File: src/rtl/ddr_init_pkg.sv
package ddr_init_pkg;

  typedef logic [3:0] cmd_t;  // {cs_n, ras_n, cas_n, we_n}

  localparam cmd_t CMD_NOP = 4'b0111;
  localparam cmd_t CMD_LMR = 4'b0000;
  localparam cmd_t CMD_PRE = 4'b0010;
  localparam cmd_t CMD_REF = 4'b0001;

  typedef enum logic [3:0] {
    ST_PWRUP, ST_CKE_NOP, ST_EXT_LD, ST_EXT_WT, ST_MRS_RST, ST_MRS_RST_WT,
    ST_PRE_ALL, ST_PRE_WT, ST_REF_A, ST_REF_A_WT, ST_REF_B, ST_REF_B_WT,
    ST_MRS_FIN, ST_MRS_FIN_WT, ST_DONE
  } seq_state_e;

  // Cycles covering ns at the given period, never below one.
  function automatic int wait_cycles(input int ns, input int period_ps);
    int c;
    c = (ns * 1000 + period_ps - 1) / period_ps;
    return (c < 1) ? 1 : c;
  endfunction

  function automatic logic [2:0] burst_code(input int len);
    case (len)
      2:       return 3'b001;
      4:       return 3'b010;
      8:       return 3'b011;
      default: return 3'b000;
    endcase
  endfunction

  // Latency given in half cycles: 4 = 2, 5 = 2.5, 6 = 3.
  function automatic logic [2:0] latency_code(input int lat_x2);
    case (lat_x2)
      4:       return 3'b010;
      5:       return 3'b110;
      6:       return 3'b011;
      default: return 3'b000;
    endcase
  endfunction

endpackage

File: src/rtl/ddr_init_timer.sv
module ddr_init_timer #(
  parameter int CNT_W = 14
) (
  input  logic             clk,
  input  logic             rst_n,
  input  logic             clr,
  input  logic [CNT_W-1:0] last,
  output logic             done
);
  logic [CNT_W-1:0] cnt_q;
  logic             cnt_en;
  logic [CNT_W-1:0] cnt_d;

  always_comb begin
    done   = (cnt_q == last);
    cnt_en = clr || !done;
    cnt_d  = clr ? '0 : cnt_q + 1'b1;
  end

  always_ff @(posedge clk or negedge rst_n) begin
    if (!rst_n)      cnt_q <= '0;
    else if (cnt_en) cnt_q <= cnt_d;
  end
endmodule

File: src/rtl/ddr_dll_gate.sv
module ddr_dll_gate #(
  parameter int LOCK_CYC = 200
) (
  input  logic clk,
  input  logic rst_n,
  input  logic start,
  output logic read_ok
);
  localparam int W = $clog2(LOCK_CYC + 1);
  localparam logic [W-1:0] LOCK_V = W'(LOCK_CYC);

  logic [W-1:0] lock_q;
  logic [W-1:0] lock_d;
  logic         lock_en;

  always_comb begin
    lock_en = start || ((lock_q != '0) && (lock_q != LOCK_V));
    lock_d  = start ? W'(1) : lock_q + 1'b1;
    read_ok = (lock_q == LOCK_V);
  end

  always_ff @(posedge clk or negedge rst_n) begin
    if (!rst_n)       lock_q <= '0;
    else if (lock_en) lock_q <= lock_d;
  end

  p_lock_bound_r10: assert property (@(posedge clk) disable iff (!rst_n)
    lock_q <= LOCK_V);
  p_readok_hold_r10: assert property (@(posedge clk) disable iff (!rst_n)
    read_ok |=> read_ok);
endmodule

File: src/rtl/ddr_mode_word.sv
module ddr_mode_word
  import ddr_init_pkg::*;
#(
  parameter int ADDR_W           = 12,
  parameter int BURST_LEN        = 4,
  parameter int BURST_INTERLEAVE = 0,
  parameter int CAS_LAT_X2       = 5
) (
  input  logic              dll_rst,
  output logic [ADDR_W-1:0] word
);
  localparam logic [2:0] BL_C = burst_code(BURST_LEN);
  localparam logic [2:0] CL_C = latency_code(CAS_LAT_X2);
  localparam logic       BT_C = (BURST_INTERLEAVE != 0);

  generate
    if (BL_C == 3'b000) begin : g_bad_len
      $error("burst length must be 2, 4 or 8");
    end
    if (CL_C == 3'b000) begin : g_bad_lat
      $error("CAS latency must be 2, 2.5 or 3");
    end
  endgenerate

  always_comb begin
    word      = '0;
    word[2:0] = BL_C;
    word[3]   = BT_C;
    word[6:4] = CL_C;
    word[8]   = dll_rst;
  end
endmodule

File: src/rtl/ddr_init_seq.sv
module ddr_init_seq
  import ddr_init_pkg::*;
#(
  parameter int CLK_PERIOD_PS    = 20000,
  parameter int ADDR_W           = 12,
  parameter int BA_W             = 2,
  parameter int T_PWRUP_NS       = 200000,
  parameter int T_CKE_NOP_NS     = 400,
  parameter int T_RP_NS          = 20,
  parameter int T_RFC_NS         = 80,
  parameter int T_MRD_NS         = 15,
  parameter int DLL_LOCK_CYC     = 200,
  parameter int BURST_LEN        = 4,
  parameter int BURST_INTERLEAVE = 0,
  parameter int CAS_LAT_X2       = 5
) (
  input  logic              clk,
  input  logic              rst_n,
  output logic              cke,
  output logic              cs_n,
  output logic              ras_n,
  output logic              cas_n,
  output logic              we_n,
  output logic [BA_W-1:0]   ba,
  output logic [ADDR_W-1:0] addr,
  output logic              ready,
  output logic              read_ok
);
  localparam int PWR_C = wait_cycles(T_PWRUP_NS, CLK_PERIOD_PS);
  localparam int CKE_C = wait_cycles(T_CKE_NOP_NS, CLK_PERIOD_PS);
  localparam int RP_C  = wait_cycles(T_RP_NS, CLK_PERIOD_PS);
  localparam int RFC_C = wait_cycles(T_RFC_NS, CLK_PERIOD_PS);
  localparam int MRD_C = wait_cycles(T_MRD_NS, CLK_PERIOD_PS);
  localparam int MAX_A = (PWR_C > CKE_C) ? PWR_C : CKE_C;
  localparam int MAX_B = (RP_C > RFC_C) ? RP_C : RFC_C;
  localparam int MAX_C = (MAX_B > MRD_C) ? MAX_B : MRD_C;
  localparam int MAX_W = (MAX_A > MAX_C) ? MAX_A : MAX_C;
  localparam int CNT_W = $clog2(MAX_W + 1);
  localparam int AP_BIT = 10;

  seq_state_e       st_q, st_d;
  logic [CNT_W-1:0] wait_last;
  logic             wait_done;
  logic             wait_clr;
  logic             mw_dll_rst;
  logic [ADDR_W-1:0] mode_w;
  cmd_t             cmd;

  // Next-state process
  always_comb begin
    st_d = st_q;
    case (st_q)
      ST_PWRUP:      if (wait_done) st_d = ST_CKE_NOP;
      ST_CKE_NOP:    if (wait_done) st_d = ST_EXT_LD;
      ST_EXT_LD:     st_d = ST_EXT_WT;
      ST_EXT_WT:     if (wait_done) st_d = ST_MRS_RST;
      ST_MRS_RST:    st_d = ST_MRS_RST_WT;
      ST_MRS_RST_WT: if (wait_done) st_d = ST_PRE_ALL;
      ST_PRE_ALL:    st_d = ST_PRE_WT;
      ST_PRE_WT:     if (wait_done) st_d = ST_REF_A;
      ST_REF_A:      st_d = ST_REF_A_WT;
      ST_REF_A_WT:   if (wait_done) st_d = ST_REF_B;
      ST_REF_B:      st_d = ST_REF_B_WT;
      ST_REF_B_WT:   if (wait_done) st_d = ST_MRS_FIN;
      ST_MRS_FIN:    st_d = ST_MRS_FIN_WT;
      ST_MRS_FIN_WT: if (wait_done) st_d = ST_DONE;
      default:       st_d = ST_DONE;
    endcase
    wait_clr = (st_d != st_q);
  end

  // Wait length for the current state
  always_comb begin
    case (st_q)
      ST_PWRUP:                              wait_last = CNT_W'(PWR_C - 1);
      ST_CKE_NOP:                            wait_last = CNT_W'(CKE_C - 1);
      ST_EXT_WT, ST_MRS_RST_WT, ST_MRS_FIN_WT: wait_last = CNT_W'(MRD_C - 1);
      ST_PRE_WT:                             wait_last = CNT_W'(RP_C - 1);
      ST_REF_A_WT, ST_REF_B_WT:              wait_last = CNT_W'(RFC_C - 1);
      default:                               wait_last = '0;
    endcase
  end

  always_ff @(posedge clk or negedge rst_n) begin
    if (!rst_n) st_q <= ST_PWRUP;
    else        st_q <= st_d;
  end

  ddr_init_timer #(.CNT_W(CNT_W)) u_timer (
    .clk(clk), .rst_n(rst_n), .clr(wait_clr), .last(wait_last), .done(wait_done)
  );

  assign mw_dll_rst = (st_q == ST_MRS_RST);

  ddr_mode_word #(
    .ADDR_W(ADDR_W), .BURST_LEN(BURST_LEN),
    .BURST_INTERLEAVE(BURST_INTERLEAVE), .CAS_LAT_X2(CAS_LAT_X2)
  ) u_mode (
    .dll_rst(mw_dll_rst), .word(mode_w)
  );

  ddr_dll_gate #(.LOCK_CYC(DLL_LOCK_CYC)) u_dll (
    .clk(clk), .rst_n(rst_n), .start(mw_dll_rst), .read_ok(read_ok)
  );

  // Bus decode from the state register
  always_comb begin
    cmd  = CMD_NOP;
    ba   = '0;
    addr = '0;
    case (st_q)
      ST_EXT_LD: begin cmd = CMD_LMR; ba = BA_W'(1); end
      ST_MRS_RST, ST_MRS_FIN: begin cmd = CMD_LMR; addr = mode_w; end
      ST_PRE_ALL: begin cmd = CMD_PRE; addr[AP_BIT] = 1'b1; end
      ST_REF_A, ST_REF_B: cmd = CMD_REF;
      default: ;
    endcase
  end

  assign {cs_n, ras_n, cas_n, we_n} = cmd;
  assign cke   = (st_q != ST_PWRUP);
  assign ready = (st_q == ST_DONE);

  p_cmd_then_nop_r8: assert property (@(posedge clk) disable iff (!rst_n)
    ({cs_n, ras_n, cas_n, we_n} != CMD_NOP) |=> ({cs_n, ras_n, cas_n, we_n} == CMD_NOP));
  p_cke_hold_r2: assert property (@(posedge clk) disable iff (!rst_n)
    cke |=> cke);
  p_cmd_needs_cke_r2: assert property (@(posedge clk) disable iff (!rst_n)
    ({cs_n, ras_n, cas_n, we_n} != CMD_NOP) |-> cke);
  p_ready_hold_r9: assert property (@(posedge clk) disable iff (!rst_n)
    ready |=> ready);
  p_idle_after_ready_r9: assert property (@(posedge clk) disable iff (!rst_n)
    ready |-> ({cs_n, ras_n, cas_n, we_n} == CMD_NOP));
endmodule

File: config.mk
export PLATFORM = sky130hd
export DESIGN_NAME = ddr_init_seq
export DESIGN_NICKNAME = d
export VERILOG_FILES = /design/src/rtl/ddr_init_pkg.sv /design/src/rtl/ddr_init_timer.sv /design/src/rtl/ddr_dll_gate.sv /design/src/rtl/ddr_mode_word.sv /design/src/rtl/ddr_init_seq.sv
export SDC_FILE = /design/constraint.sdc
export NUM_CORES = 1
export LEC_CHECK = 0
export ABC_AREA = 1
export BUFFER_PORTS_ARGS = -buffer_cell sky130_fd_sc_hd__buf_2
export CAP_MARGIN = 0
export CORE_MARGIN = 2
export CORE_UTILIZATION = 45
export CTS_BUF_LIST = sky130_fd_sc_hd__clkbuf_8
export CTS_CLUSTER_SIZE = 24
export DETAILED_ROUTE_END_ITERATION = 10
export GPL_TIMING_DRIVEN = 0
export PLACE_DENSITY = 0.64
export REMOVE_ABC_BUFFERS = 1
export SYNTH_ARGS = -nofsm -noshare
export SYNTH_HDL_FRONTEND = slang
export SYNTH_SLANG_ARGS = --single-unit
File: constraint.sdc
create_clock -name clk -period 2.84 [get_ports clk]
set_input_delay 0.284 -clock clk [delete_from_list [all_inputs] [get_ports clk]]
set_output_delay 0.284 -clock clk [all_outputs]
set_load 0.02 [all_outputs]
==> flow_metrics.tcl, run 1 <==
set metrics [dict create \
    diodes 0 \
    dp.cells 296 \
    numCtsBuffers 3 \
    detail-route-antenna-nets 0 \
    ir_worst_vdd_mv 0.2154 \
    slew_headroom 0.6044 \
    synthTopCellsByArea "dfrtp_1, nand2_1, nor2_1" \
    vias 1423 \
    worst_path_max_delay_cell "dfrtp_1" \
    avgSynthCellArea_um2 7.104 \
    power.leakage_nw 0.9501 \
    grt_use_total 0.1676 \
    max_stage_delay_ps 460 \
    synth_warnings 0 \
    arrival_ps 1650 \
    grt_max_degree 27 \
    cts.path.max_buffers 2 \
    path_clk_slew_ps 100 \
    synth_top_area_cell "dfrtp_1" \
    cpLargestDelayFamily "simple AND/OR/NAND/NOR gates" \
    ys_seq_elements 26 \
    cts_tree "yes" \
    overflow 0 \
    period_minus_slack_ps 1933 \
    cp-start-kind "flop" \
    crit_path_end_kind "output pin" \
    hold_ws_ps 1.761 \
    seq_area_frac_synth 0.3832 \
    wl_per_cell_um 10.83 \
    cp_num_buf_inv 2 \
    finalHoldViolCount 0 \
    port_buffers 13 \
    io-pin-count 23 \
    min_path_type "in2async" \
    cts.sinks 26 \
    postCtsHoldBufs 0 \
    drtPass1Iterations 4 \
    rsz0062_at_grt "false" \
    worstSetupPathType "reg2out" \
    final_common_cell "nand2_1" \
    period_share 0.6806 \
    antenna_found_initial 0 \
    clock_latency_ps 270 \
    slew_violations 0 \
    status "completed" \
    setup_tns_ps 0 \
    synth_cells 239 \
    setup_slack_ps 907.2 \
    start_util 0.4673 \
    core_area_mm2 0.003633 \
    crit_fanout 6 \
    fp.dieH_um 65.43 \
    preCtsSetupSlack_ps 1029 \
    postCtsSetupBuffers 0 \
    nNetsFinal 258 \
    grt_pass1_vias 1260 \
    cts_resized 0 \
    rows 22 \
    cp.required_ps 2560 \
    synth_top_cell_area_share 0.3832 \
    syn-cell-area_mm2 0.001698 \
    ys_types 24 \
    layout_common_cells "nand2_1, nor2_1, inv_1" \
    dieArea_mm2 0.004280 \
    fmax_ghz 0.5174 \
    clock_skew_ps 6.695 \
    drive_gt1_frac 0.1111 \
    ctsHtreeMaxLevel 1 \
    synthToLayoutAreaGrowth_pct 6.853 \
    grt_pass1_wl_um 5637 \
    place_congestion 0.8394 \
    power_density_mw_per_mm2 348.7 \
    tightest_slew_ps 593.4 \
    setup_violations 0 \
    drt-total-wl_um 3249 \
    post-route-util 0.4993 \
    dp_hpwl_um 2428 \
    drcViolationCount 0 \
    drv_cap 0 \
    final_cells 300 \
    path_cells "nor2_2 > inv_1 > nor2_1 > buf_2" \
    die_w_um 65.43 \
    clock-root-buffer "clkbuf_8" \
    drtIter0Drc 86 \
    viasPerCell 4.743 \
]
## worst paths after layout
check                                                     to  cells after the start                        start  slack (ps)
worst max-delay path                                 addr[8]                      4            st_q[0]$_DFF_PN0_         910
worst min-delay path                       st_q[3]$_DFF_PN0_                      1                        rst_n           2
worst max register to register  u_timer.cnt_q[4]$_DFFE_PN0P_                     10            st_q[3]$_DFF_PN0_        1010
worst min register to register   u_dll.lock_q[0]$_DFFE_PN0P_                      2  u_dll.lock_q[0]$_DFFE_PN0P_         580
max in group asynchronous       u_timer.cnt_q[9]$_DFFE_PN0P_                      1                        rst_n        2440
min in group clk                 u_dll.lock_q[0]$_DFFE_PN0P_                      2  u_dll.lock_q[0]$_DFFE_PN0P_         580
## cell type report
class | count | area (um^2)
clock buffers | 4 | 55.05
multi-input cells | 168 | 829.5
fillers | 400 | 1819
inverters | 41 | 153.9
flip-flops and latches | 26 | 650.6
repair buffers | 13 | 65.06
well taps | 48 | 60.06
## logic make-up after synthesis
family | Yosys count | share of synthesized area
buffers and inverters | 53 | 0.1459
AOI/OAI and AO/OA | 23 | 0.07369
DFF | 26 | 0.3832
other | 1 | 0.002209
and+or+nand+nor | 123 | 0.3213
xor gates and xnor gates | 10 | 0.05159
adders and majority gates | 3 | 0.02211
## metrics by stage
| step | cell area (um^2) | power, W |
|---|---|---|
| after floorplan | 1634 | 0.0003876 |
| final | 1814 | 0.0006327 |
| after global routing | 1814 | 0.0006573 |
| after CTS | 1814 | 0.0006445 |
| after global placement | 1759 | 0.0003958 |
| after detailed placement | 1759 | 0.0003960 |
## metal layers
layer	vias to the layer above	routed length, um	share of wire	GRT usage
li1	752	-	-	-
met1	647	1665	0.51	0.2272
met2	20	1433	0.44	0.2666
met3	4	101	0.031	0.02740
met4	0	48	0.015	0.06771
met5	-	0	0	0
## state kept, by name (all words and copies together) (netlist names)
signal,cells
st_q,4
u_timer.cnt_q,14
u_dll.lock_q,8
## power by group
part	switching (W)	total (W)	internal, W	leakage, nW
Sequential	0	0.000370	0.000370	0.349
Combinational	0.0000176	0.0000181	0.000000492	0.572
Clock	0.000121	0.000245	0.000124	0.0288
## synthesized netlist by cell type
master     n
nand4_1    4
nand2_1   42
xor2_1     8
nor2_1    39
nand3_1   22
nor3_1     7
buf_4     11
inv_2      3
dfrtp_1   26
a21oi_1    7
o21bai_1   1
nand2_2    2
or2_1      1
nor2_4     1
inv_1     38
o211ai_1   2
nand2_4    2
o21ai_0   12
a211oi_1   1
ha_1       3
buf_6      1
conb_1     1
nor2_2     3
xnor2_1    2
Power figures use the tool's default switching activity.
==> run 2, diff against run 1 <==
==> constraint.sdc (replaced) <==
create_clock -name clk -period 1.8 [get_ports clk]
set_input_delay 0.18 -clock clk [delete_from_list [all_inputs] [get_ports clk]]
set_output_delay 0.18 -clock clk [all_outputs]
set_load 0.02 [all_outputs]
==> flow_metrics.tcl, run 2 (synthesis results as in run 1) <==
set metrics [dict create \
    status "completed" \
    drtIter0Drc 77 \
    crit_fanout 8 \
    cp-start-kind "flop" \
    top_register "u_timer.cnt_q" \
    fmax_ghz 0.5905 \
    fp.dieH_um 65.43 \
    synthToLayoutAreaGrowth_pct 12.97 \
    slew_headroom 0.6058 \
    viasPerCell 4.755 \
    vias 1455 \
    crit_path_end_kind "flop" \
    period_minus_slack_ps 1693 \
    start_util 0.4673 \
    overflow 0 \
    drcViolationCount 0 \
    arrival_ps 1860 \
    wl_per_cell_um 11.13 \
    worstSetupPathType "reg2reg" \
    grt_max_degree 27 \
    grt_pass1_wl_um 5685 \
    drt-total-wl_um 3405 \
    tightest_slew_ps 591.3 \
    layout_common_cells "nand2_1, inv_1, nor2_1" \
    detail-route-antenna-nets 0 \
    numCtsBuffers 3 \
    power.leakage_nw 0.9786 \
    clock_skew_ps 5.561 \
    grt_use_total 0.1699 \
    ctsHtreeMaxLevel 1 \
    io-pin-count 23 \
    grt-busiest-layer "met2" \
    hold_ws_ps 433.4 \
    final_cells 306 \
    power_density_mw_per_mm2 520.7 \
    final_common_cell "nand2_1" \
    cp.required_ps 1960 \
    cts.path.max_buffers 2 \
    drive_gt1_frac 0.1899 \
    clock-root-buffer "clkbuf_8" \
    setup_tns_ps 0 \
    place_congestion 0.8394 \
    period_share 0.9408 \
    preCtsSetupSlack_ps -10.89 \
    die_w_um 65.43 \
    finalHoldViolCount 0 \
    power.total_w 0.0009988 \
    max_stage_delay_ps 460 \
    antenna_found_initial 0 \
    ir_worst_vdd_mv 0.3590 \
    rows 22 \
    drtPass1Iterations 4 \
    path_cells "nor2_4 > nand2_4 > nand2_1 > nand3_1 > nor2_2 > nand2_4 > nand2_2 > nand3_4 > nand2_4 > nor2_1" \
    cts_tree "yes" \
    top_regs "u_timer.cnt_q (14), u_dll.lock_q (8), st_q (4)" \
    drv_cap 0 \
    setup_slack_ps 106.6 \
    largest_reg_flops 14 \
    setup_violations 0 \
    dieArea_mm2 0.004280 \
    clock_latency_ps 270 \
    dp.cells 296 \
    min_path_type "in2async" \
    core_area_mm2 0.003633 \
    worst_path_max_delay_cell "dfrtp_2" \
    met2_usage 0.2717 \
    cpMostUsedCell "nand2_4" \
    slew_violations 0 \
    gr-usage-met3 0.02740 \
    diodes 0 \
    port_buffers 13 \
    grt.met1_usage 0.2296 \
    dp_hpwl_um 2428 \
    rsz0062_at_grt "true" \
    path_clk_slew_ps 100 \
    nNetsFinal 264 \
    cts.sinks 26 \
    grt_pass1_vias 1269 \
]
-- run 2: area by class of cell --
type | instances | area, um^2
Multi-Input combinational cell | 169 | 888.4
Clock buffer | 4 | 55.05
Inverter | 41 | 153.9
Sequential cell | 26 | 655.6
Fill cell | 386 | 1715
Tap cell | 48 | 60.06
Timing Repair Buffer | 18 | 105.1
-- run 2: timing repair --
| action | in CTS | in global routing |
|---|---|---|
| pin swaps | 0 | 5 |
| endpoints found under the hold margin | 26 | 0 |
| setup buffers | 0 | 4 |
| gates cloned | 0 | 1 |
| endpoints found under the setup margin | 15 | 17 |
| hold buffers | 1 | 0 |
| gates resized for setup | 2 | 17 |
-- run 2: path summary, 6_finish.rpt --
check / startpoint / end / slack [ps] / depth (start not counted)
max in group asynchronous: rst_n / st_q[2]$_DFF_PN0_ / 940 / 2
hold reg to reg: u_dll.lock_q[0]$_DFFE_PN0P_ / u_dll.lock_q[0]$_DFFE_PN0P_ / 580 / 2
setup / recovery: st_q[2]$_DFF_PN0_ / u_timer.cnt_q[4]$_DFFE_PN0P_ / 110 / 10
setup reg to reg: st_q[2]$_DFF_PN0_ / u_timer.cnt_q[4]$_DFFE_PN0P_ / 110 / 10
hold / removal: rst_n / st_q[1]$_DFF_PN0_ / 430 / 2
min in group clk: u_dll.lock_q[0]$_DFFE_PN0P_ / u_dll.lock_q[0]$_DFFE_PN0P_ / 580 / 2
-- run 2: critical path: cells and delay by family (launching register included) --
kind             cells  cell delay (ps)
flip-flops           1              460
AND/OR/NAND/NOR     10             1110
-- run 2: stage by stage --
stage / area [um^2] / utilization
after floorplan: 1634 / -
after global placement: 1759 / 0.4842
after detailed placement: 1759 / 0.4842
after CTS: 1832 / 0.5041
after global routing: 1918 / 0.5279
final: 1918 / 0.5279
-- run 2: layer usage --
layer  vias up  share of wire
li1        768              -
met1       665           0.50
met2        18           0.46
met3         4          0.027
met4         0          0.014
met5         -              0
-- run 2: where the power goes --
group	internal (W)	total (W)	switching, W
registers	0.000584	0.000584	0
clock network	0.000196	0.000385	0.000190
logic	0.00000218	0.0000301	0.0000279
